**src/rtl/banked_rf_pkg.sv**
```systemverilog
package banked_rf_pkg;
  localparam int FR_W   = 5;
  localparam int BANK_W = 3;
  localparam int PA_W   = FR_W + BANK_W;
  localparam int SLOT_W = FR_W - 1;
  localparam int DED_W  = FR_W - 2;
  localparam int BANKS  = 2 ** BANK_W;
  localparam int SH_N   = 2 ** DED_W;
  localparam int PV_N   = 2 ** SLOT_W;
  localparam logic [FR_W-1:0]  IND_FR   = '0;
  localparam logic [DED_W-1:0] NULL_SLOT = '0;
  localparam logic [DED_W-1:0] PTR_SLOT  = DED_W'(4);

  typedef enum logic [2:0] {
    TGT_NULL, TGT_FSR, TGT_EXT, TGT_SHARED, TGT_PRIV
  } tgt_e;

  typedef struct packed {
    tgt_e              kind;
    logic [BANK_W-1:0] bank;
    logic [SLOT_W-1:0] idx;
  } tgt_t;
endpackage

```
**src/rtl/brf_xlate.sv**
```systemverilog
module brf_xlate
  import banked_rf_pkg::*;
(
  input  logic [FR_W-1:0] fr_i,
  input  logic [PA_W-1:0] fsr_i,
  output tgt_t            tgt_o
);
  logic [PA_W-1:0] phys;

  always_comb begin
    if (fr_i == IND_FR)       phys = fsr_i;
    else if (fr_i[FR_W-1])    phys = {fsr_i[PA_W-1 -: BANK_W], fr_i};
    else                      phys = {{BANK_W{1'b0}}, fr_i};

    tgt_o.bank = phys[PA_W-1 -: BANK_W];
    tgt_o.idx  = phys[SLOT_W-1:0];
    if (phys[FR_W-1])                         tgt_o.kind = TGT_PRIV;
    else if (phys[DED_W])                     tgt_o.kind = TGT_SHARED;
    else if (phys[DED_W-1:0] == NULL_SLOT)    tgt_o.kind = TGT_NULL;
    else if (phys[DED_W-1:0] == PTR_SLOT)     tgt_o.kind = TGT_FSR;
    else                                      tgt_o.kind = TGT_EXT;
  end
endmodule

```
**src/rtl/brf_shared_store.sv**
```systemverilog
module brf_shared_store #(
  parameter int DATA_W = 8,
  parameter int DEPTH  = 8,
  localparam int IDX_W = $clog2(DEPTH)
) (
  input  logic              clk_i,
  input  logic              rst_ni,
  input  logic              we_i,
  input  logic [IDX_W-1:0]  widx_i,
  input  logic [DATA_W-1:0] wdata_i,
  input  logic [IDX_W-1:0]  ridx_i,
  output logic [DATA_W-1:0] rdata_o
);
  logic [DATA_W-1:0] mem_q [DEPTH];

  always_ff @(posedge clk_i or negedge rst_ni) begin
    if (!rst_ni) begin
      for (int i = 0; i < DEPTH; i++) mem_q[i] <= '0;
    end else if (we_i) begin
      mem_q[widx_i] <= wdata_i;
    end
  end

  assign rdata_o = mem_q[ridx_i];
endmodule

```
**src/rtl/brf_priv_store.sv**
```systemverilog
module brf_priv_store #(
  parameter int DATA_W = 8,
  parameter int BANKS  = 8,
  parameter int DEPTH  = 16,
  localparam int BNK_W = $clog2(BANKS),
  localparam int IDX_W = $clog2(DEPTH)
) (
  input  logic              clk_i,
  input  logic              rst_ni,
  input  logic              we_i,
  input  logic [BNK_W-1:0]  wbank_i,
  input  logic [IDX_W-1:0]  widx_i,
  input  logic [DATA_W-1:0] wdata_i,
  input  logic [BNK_W-1:0]  rbank_i,
  input  logic [IDX_W-1:0]  ridx_i,
  output logic [DATA_W-1:0] rdata_o
);
  logic [DATA_W-1:0] bank_rd [BANKS];

  for (genvar b = 0; b < BANKS; b++) begin : g_bank
    logic [DATA_W-1:0] mem_q [DEPTH];
    logic              sel;

    assign sel = we_i && (wbank_i == BNK_W'(b));

    always_ff @(posedge clk_i or negedge rst_ni) begin
      if (!rst_ni) begin
        for (int i = 0; i < DEPTH; i++) mem_q[i] <= '0;
      end else if (sel) begin
        mem_q[widx_i] <= wdata_i;
      end
    end

    assign bank_rd[b] = mem_q[ridx_i];
  end

  assign rdata_o = bank_rd[rbank_i];
endmodule

```
**src/rtl/banked_regfile.sv**
```systemverilog
module banked_regfile
  import banked_rf_pkg::*;
#(
  parameter int DATA_W = 8
) (
  input  logic              clk_i,
  input  logic              rst_ni,
  input  logic              we_i,
  input  logic [FR_W-1:0]   wr_fr_i,
  input  logic [DATA_W-1:0] wdata_i,
  input  logic [FR_W-1:0]   rd_fr_i,
  output logic [DATA_W-1:0] rdata_o,
  output logic [PA_W-1:0]   fsr_o,
  output logic              ext_we_o,
  output logic [DED_W-1:0]  ext_wr_idx_o,
  output logic [DED_W-1:0]  ext_rd_idx_o,
  input  logic [DATA_W-1:0] ext_rdata_i
);
  logic [PA_W-1:0]   fsr_q;
  tgt_t              wr_tgt, rd_tgt;
  logic [DATA_W-1:0] sh_rdata, pv_rdata;
  logic              sh_we, pv_we, fsr_we;

  brf_xlate u_wr_xlate (.fr_i(wr_fr_i), .fsr_i(fsr_q), .tgt_o(wr_tgt));
  brf_xlate u_rd_xlate (.fr_i(rd_fr_i), .fsr_i(fsr_q), .tgt_o(rd_tgt));

  assign sh_we    = we_i && (wr_tgt.kind == TGT_SHARED);
  assign pv_we    = we_i && (wr_tgt.kind == TGT_PRIV);
  assign fsr_we   = we_i && (wr_tgt.kind == TGT_FSR);
  assign ext_we_o = we_i && (wr_tgt.kind == TGT_EXT);
  assign ext_wr_idx_o = ext_we_o ? wr_tgt.idx[DED_W-1:0] : '0;
  assign ext_rd_idx_o = (rd_tgt.kind == TGT_EXT) ? rd_tgt.idx[DED_W-1:0] : '0;

  // Pointer doubles as bank select; new bank is seen by the xlates next cycle
  always_ff @(posedge clk_i or negedge rst_ni) begin
    if (!rst_ni)     fsr_q <= '0;
    else if (fsr_we) fsr_q <= PA_W'(wdata_i);
  end
  assign fsr_o = fsr_q;

  brf_shared_store #(.DATA_W(DATA_W), .DEPTH(SH_N)) u_shared (
    .clk_i  (clk_i),
    .rst_ni (rst_ni),
    .we_i   (sh_we),
    .widx_i (wr_tgt.idx[DED_W-1:0]),
    .wdata_i(wdata_i),
    .ridx_i (rd_tgt.idx[DED_W-1:0]),
    .rdata_o(sh_rdata)
  );

  brf_priv_store #(.DATA_W(DATA_W), .BANKS(BANKS), .DEPTH(PV_N)) u_priv (
    .clk_i  (clk_i),
    .rst_ni (rst_ni),
    .we_i   (pv_we),
    .wbank_i(wr_tgt.bank),
    .widx_i (wr_tgt.idx),
    .wdata_i(wdata_i),
    .rbank_i(rd_tgt.bank),
    .ridx_i (rd_tgt.idx),
    .rdata_o(pv_rdata)
  );

  always_comb begin
    unique case (rd_tgt.kind)
      TGT_FSR:    rdata_o = DATA_W'(fsr_q);
      TGT_EXT:    rdata_o = ext_rdata_i;
      TGT_SHARED: rdata_o = sh_rdata;
      TGT_PRIV:   rdata_o = pv_rdata;
      default:    rdata_o = '0;
    endcase
  end

  AST_FSR_LOAD: assert property (@(posedge clk_i) disable iff (!rst_ni)
    fsr_we |=> fsr_o == PA_W'($past(wdata_i)));
  AST_FSR_HOLD: assert property (@(posedge clk_i) disable iff (!rst_ni)
    !fsr_we |=> $stable(fsr_o));
  AST_NULL_READ_ZERO: assert property (@(posedge clk_i) disable iff (!rst_ni)
    (rd_tgt.kind == TGT_NULL) |-> rdata_o == '0);
  AST_EXT_READ_PASS: assert property (@(posedge clk_i) disable iff (!rst_ni)
    (rd_tgt.kind == TGT_EXT) |-> rdata_o == ext_rdata_i);
  AST_EXT_WR_SLOT: assert property (@(posedge clk_i) disable iff (!rst_ni)
    ext_we_o |-> (ext_wr_idx_o != NULL_SLOT && ext_wr_idx_o != PTR_SLOT));
  AST_WR_ONEHOT: assert property (@(posedge clk_i) disable iff (!rst_ni)
    $onehot0({sh_we, pv_we, fsr_we, ext_we_o}));
endmodule

```
**config.mk**
```make
export PLATFORM = sky130hd
export DESIGN_NAME = banked_regfile
export DESIGN_NICKNAME = d
export VERILOG_FILES = /design/src/rtl/banked_rf_pkg.sv /design/src/rtl/brf_xlate.sv /design/src/rtl/brf_shared_store.sv /design/src/rtl/brf_priv_store.sv /design/src/rtl/banked_regfile.sv
export SDC_FILE = /design/constraint.sdc
export NUM_CORES = 2
export LEC_CHECK = 0
export CAP_MARGIN = 20
export CORE_MARGIN = 2
export CORE_UTILIZATION = 60
export DETAILED_ROUTE_END_ITERATION = 6
export PLACE_DENSITY_LB_ADDON = 0.05
export SLEW_MARGIN = 20
export SYNTH_ARGS = -nofsm -noshare
export SYNTH_HDL_FRONTEND = slang
export SYNTH_HIERARCHICAL = 1
export SYNTH_SLANG_ARGS = --single-unit
```
**constraint.sdc**
```tcl
create_clock -name clk_i -period 6.6 [get_ports clk_i]
set_input_delay 1.32 -clock clk_i [delete_from_list [all_inputs] [get_ports clk_i]]
set_output_delay 1.32 -clock clk_i [all_outputs]
set_load 0.01 [all_outputs]
```
# Word level (Yosys, flattened, before mapping)
# Cells that the tools add are included.
[op_classes]
bitwise = 5
n_mux = 58
reduce_logical = 19
n_eq_ne = 17
order_cmp = 7
[ops]
columns = ["cell", "n"]
rows = [
  ["$bwmux 128", 8],
  ["$bmux 8 s4", 8],
  ["$mux 8", 26],
  ["$bwmux 64", 1],
  ["$bmux 8 s3", 2],
  ["$demux 8 s4", 1],
  ["$pmux 8 s4", 1],
  ["$demux 8 s3", 1],
  ["$eq 3x3->1 const B", 8],
  ["$mux 3", 8],
  ["$eq 3x2->1 const B", 6],
  ["$logic_and 1x1->1", 14],
  ["$ge 4x4->1 const B", 3],
  ["$not 3->4", 3],
  ["$ge 5x5->1 const B", 2],
  ["$logic_not 5->1", 2],
  ["$not 4->5", 2],
  ["$eq 3x1->1 const B", 3],
  ["$logic_not 3->1", 3],
  ["$lt 5x1->1 const B", 1],
  ["$lt 4x1->1 const B", 1],
  ["$mux 2", 2],
]
[totals]
regBits = 1096
out_inout_bits = 23
wordCells = 243
input_bits = 29

# Logic depth before layout (Yosys ltp)
[logic_depth]
depth_word = 10
depth_mapped = 12

# Modules after synthesis
# Netlist, hierarchy kept.
[by_module_without_submodules]
columns = ["mod", "instances", "seq_area_each_um2", "area_per_inst_um2", "cells_each"]
rows = [
  ["brf_priv_store", 1, 25624.6, 46453.3, 2783],
  ["brf_shared_store", 1, 1601.5, 2992.9, 172],
  ["banked_regfile", 1, 200.2, 730.7, 67],
  ["brf_xlate", 2, 0.0, 131.4, 22],
]

# Worst setup path before layout
# OpenSTA, ideal clock, no wires.
[synth_timing]
path_kind = "input-to-output"
from = "in rd_fr_i[4]"
to = "out rdata_o[0]"
stages = 10
path_slack_ps = 934
required_ps = 5280
arrival_ps = 4346
path_cell_list = "nor3_1 a31o_2 clkbuf_1 clkbuf_1 mux4_2 mux4_2 mux4_2 mux2_2 nand2_1 o221ai_1"
[synth_lines]
columns = ["element", "line", "source"]
rows = [
  ["from (decl)", "banked_regfile.sv:11", "input logic [FR_W-1:0] rd_fr_i,"],
  ["to (decl)", "banked_regfile.sv:12", "output logic [DATA_W-1:0] rdata_o,"],
]

==> impl_results.md <==
* Status: complete, no violations
* Pins Over Slew Limit at 0
* Commonest cells in the netlist: mux2_2 (1104), dfrtp_1 (1096), mux4_2 (337)
* Final count of negative-setup-slack endpoints at 0
* Crit Path Category: input port to output pin
* Vias post-DR at 28400
* Fillers at 5505
* Final Instance Area at 57100 sq um
* Syn Nets at 3095
* CP Launch Type: input port
* Worst Skew at 0.0289 ns
* I/O pin cnt at 52
* Max IR drop VDD at 0.278 mV
* Worst hold slack at 0.499 ns
* Buf/Inv on CP at 7
* WL/cell at 29.5 microns
* Register area at 27400 sq um
* Vias in the first global route at 31000
* Core outline area at 83400 sq um
* Initial antenna violation count at 3
* Layout cells sized above 1 at 56.4%
* Worst-Skew Late Latency at 0.70 ns
* First-pass GRT wire length at 198 mm
* Layout Nets at 3185
* Routed Antenna Nets at 0
* Root Driver: clkbuf_16
* Hold Path Depth at 1
* Pwr Density at 265 nW/um^2
* GRT Util Overall at 30.6%
* WP depth at 15
* Initial DRC count at 1877
* Slew margin rel. at 21.6%
* Most common cell in the netlist: mux2_2
* Netlist cell types at 41
* Register bit total from synthesis at 1096
* Slowest-stage cell, CP: mux4_2
* Final worst-path cycle share at 100%
* Max Cap Violations at 0
* Async SR Flop Fraction at 100%
* TritonCTS Buffers at 115
* RSZ-0062 raised after global routing: false
* Synthesized instance count at 3066
* P_leak at 27.4 nW
* Mean Syn Cell Area at 16.5 sq um
* CTS tree: built
* Worst Setup End Kind: output pin
* Sink Count at 1096
* Post-Syn Area at 50400 sq um
* Max FO, Critical Path at 7
* Worst Slack Setup Final at 0.00323 ns
* Leading post-synthesis cells by cell area: dfrtp_1 (54%), mux2_2 (25%), mux4_2 (15%)
* Area of the multi-input gates at 22100 sq um
* Detailed Route WL at 128 mm
* Peak Freq at 152 MHz
* # DRC at 0
* Worst Tran Pin Value at 1.17 ns
* Placer congestion estimate at 0.927
* Chip Height at 294 microns
* Post-DP Area at 52900 sq um
* Final hold violation count at 0
* Hold_buf cts at 0
* Clock tree buffer depth at 3
* Pre-antenna DRT Iters at 5
* Reg2reg path depth at 10
* Worst EP arrival at 5.28 ns
* Horiz. Die Dim at 294 microns
* Final HPWL DP at 83.2 mm
* Fraction of the yosys area taken by sequential cells at 54.4%
* Crit path max-delay family: multiplexers
* Row cnt at 106
* Initial Util at 60.5%
* Final min period at 6.60 ns
* Power, Total at 15.1 mW
* Hold Path Class: register to register
* Yosys top cell by area: dfrtp_1
* Crit-path cells: clkdlybuf4s50_1 > nor3_2 > buf_4 > a31o_4 > buf_12 > buf_16 > buf_4 > buf_4 > mux4_2 > mux4_2 > mux4_2 > mux2_4 > nand2_1 > o221ai_1 > buf_2
* Die ar. at 86400 sq um
* Pin count of the biggest net entering global routing at 189
* Top FF cell, synth: dfrtp_1
* Final global-route overflow total at 0
* Warnings from Yosys at 6
* Clock-pin slew on the worst setup and hold paths at 0.06 ns
* Max incr delay on CP at 0.57 ns
* Critical Path RT at 5.28 ns
* IO buf count at 51
* Area delta synth->final at 13.2%
* H-tree levels at 3
* Vias per cell at 6.57
* Core Util, Final at 68.5%
* Post-synth EDFFs at 0
* Synth top area share at 54.4%
* DP Worst Slack at -0.264 ns
## path summary, 6_finish.rpt
kind | to | slack, ns | start
min | u_shared/mem_q[42]$_DFFE_PN0P_ | 0.50 | u_shared/mem_q[42]$_DFFE_PN0P_
max | rdata_o[7] | 0.003 | rd_fr_i[3]
max in group asynchronous | u_priv/g_bank[6].mem_q[36]$_DFFE_PN0P_ | 4.32 | rst_ni
min reg2reg | u_shared/mem_q[42]$_DFFE_PN0P_ | 0.50 | u_shared/mem_q[42]$_DFFE_PN0P_
min in group asynchronous | u_priv/g_bank[0].mem_q[105]$_DFFE_PN0P_ | 0.73 | rst_ni
max reg2reg | u_priv/g_bank[5].mem_q[53]$_DFFE_PN0P_ | 2.67 | fsr_o[2]$_DFFE_PN0P_
## cells by family (layout without fill, tap and decap cells)
logic type | count (synthesis) | in the layout | synth area share (%)
and+or+nand+nor | 236 | 236 | 2.40
muxes | 1472 | 1472 | 40.9
other | 0 | 1 | 0
buffers and inverters | 240 | 425 | 2.00
AOI/OAI and AO/OA | 22 | 22 | 0.352
DFF | 1096 | 1096 | 54.4
## power by group
| part | switching [mW] | internal (mW) | leakage [nW] |
|---|---|---|---|
| Clock | 2.69 | 4.03 | 1.97 |
| Combinational | 0.697 | 0.589 | 10.3 |
| Sequential | 0.151 | 6.97 | 15.2 |
## placed cells by master, fill, tap and decap left out, drive strengths merged, types with 2 or more instances in the layout
master,Yosys,layout
nand4,3,3
o21ai,2,2
nand3,8,8
nand2b,8,8
dfrtp,1096,1096
a31o,4,4
inv,7,12
or4bb,6,6
nor2,62,62
nor3,13,13
nor4,7,7
mux2,1112,1112
nand2,94,94
clkbuf,177,171
nor3b,3,3
buf,56,169
nand4b,7,7
and2,3,3
mux2i,8,8
a31oi,4,4
o221ai,8,8
bufinv,0,13
clkinv,0,24
a21oi,2,2
nor4bb,3,3
mux4,352,352
and4bb,2,2
clkdlybuf4s50,0,34
nor2b,9,9
nand4bb,2,2
a41o,2,2
and3,3,3
## registers in the layout (all words and copies together) (netlist names)
signal,count
u_shared/mem_q,64
fsr_o,8
u_priv/g_bank.mem_q,1024
## layout make-up
cell class	instances	share of cell area [%]
Antenna cell	1	0.00438
Clock buffer	169	5.88
Clock inverter	43	1.09
Inverter	7	0.0460
Multi-Input combinational cell	1730	38.7
Sequential cell	1096	48.0
Tap cell	1080	2.37
Timing Repair Buffer	206	3.86
## routing by layer
| metal | GRT usage (%) | vias up | part of all wire, % |
|---|---|---|---|
| met2 | 48.6 | 778 | 49 |
| met1 | 43.9 | 15600 | 43 |
| met3 | 4.21 | 237 | 4.7 |
| met5 | 0 | - | 0 |
| li1 | - | 11800 | - |
| met4 | 11.1 | 0 | 3.7 |
## per-stage QoR
step                instances  setup TNS (ns)
floorplan                3066               0
global placement         4107           -2.65
detailed placement       4107           -1.94
CTS                      4328               0
global route             4331               0
finish                   4332               0
## what timing repair did
item,in CTS,in global routing
setup buffers,6,4
endpoints found under the setup margin,8,8
gates cloned,3,0
pin swaps,0,1
gates resized for setup,43,8
No activity file was read; power rests on OpenSTA's default activity.
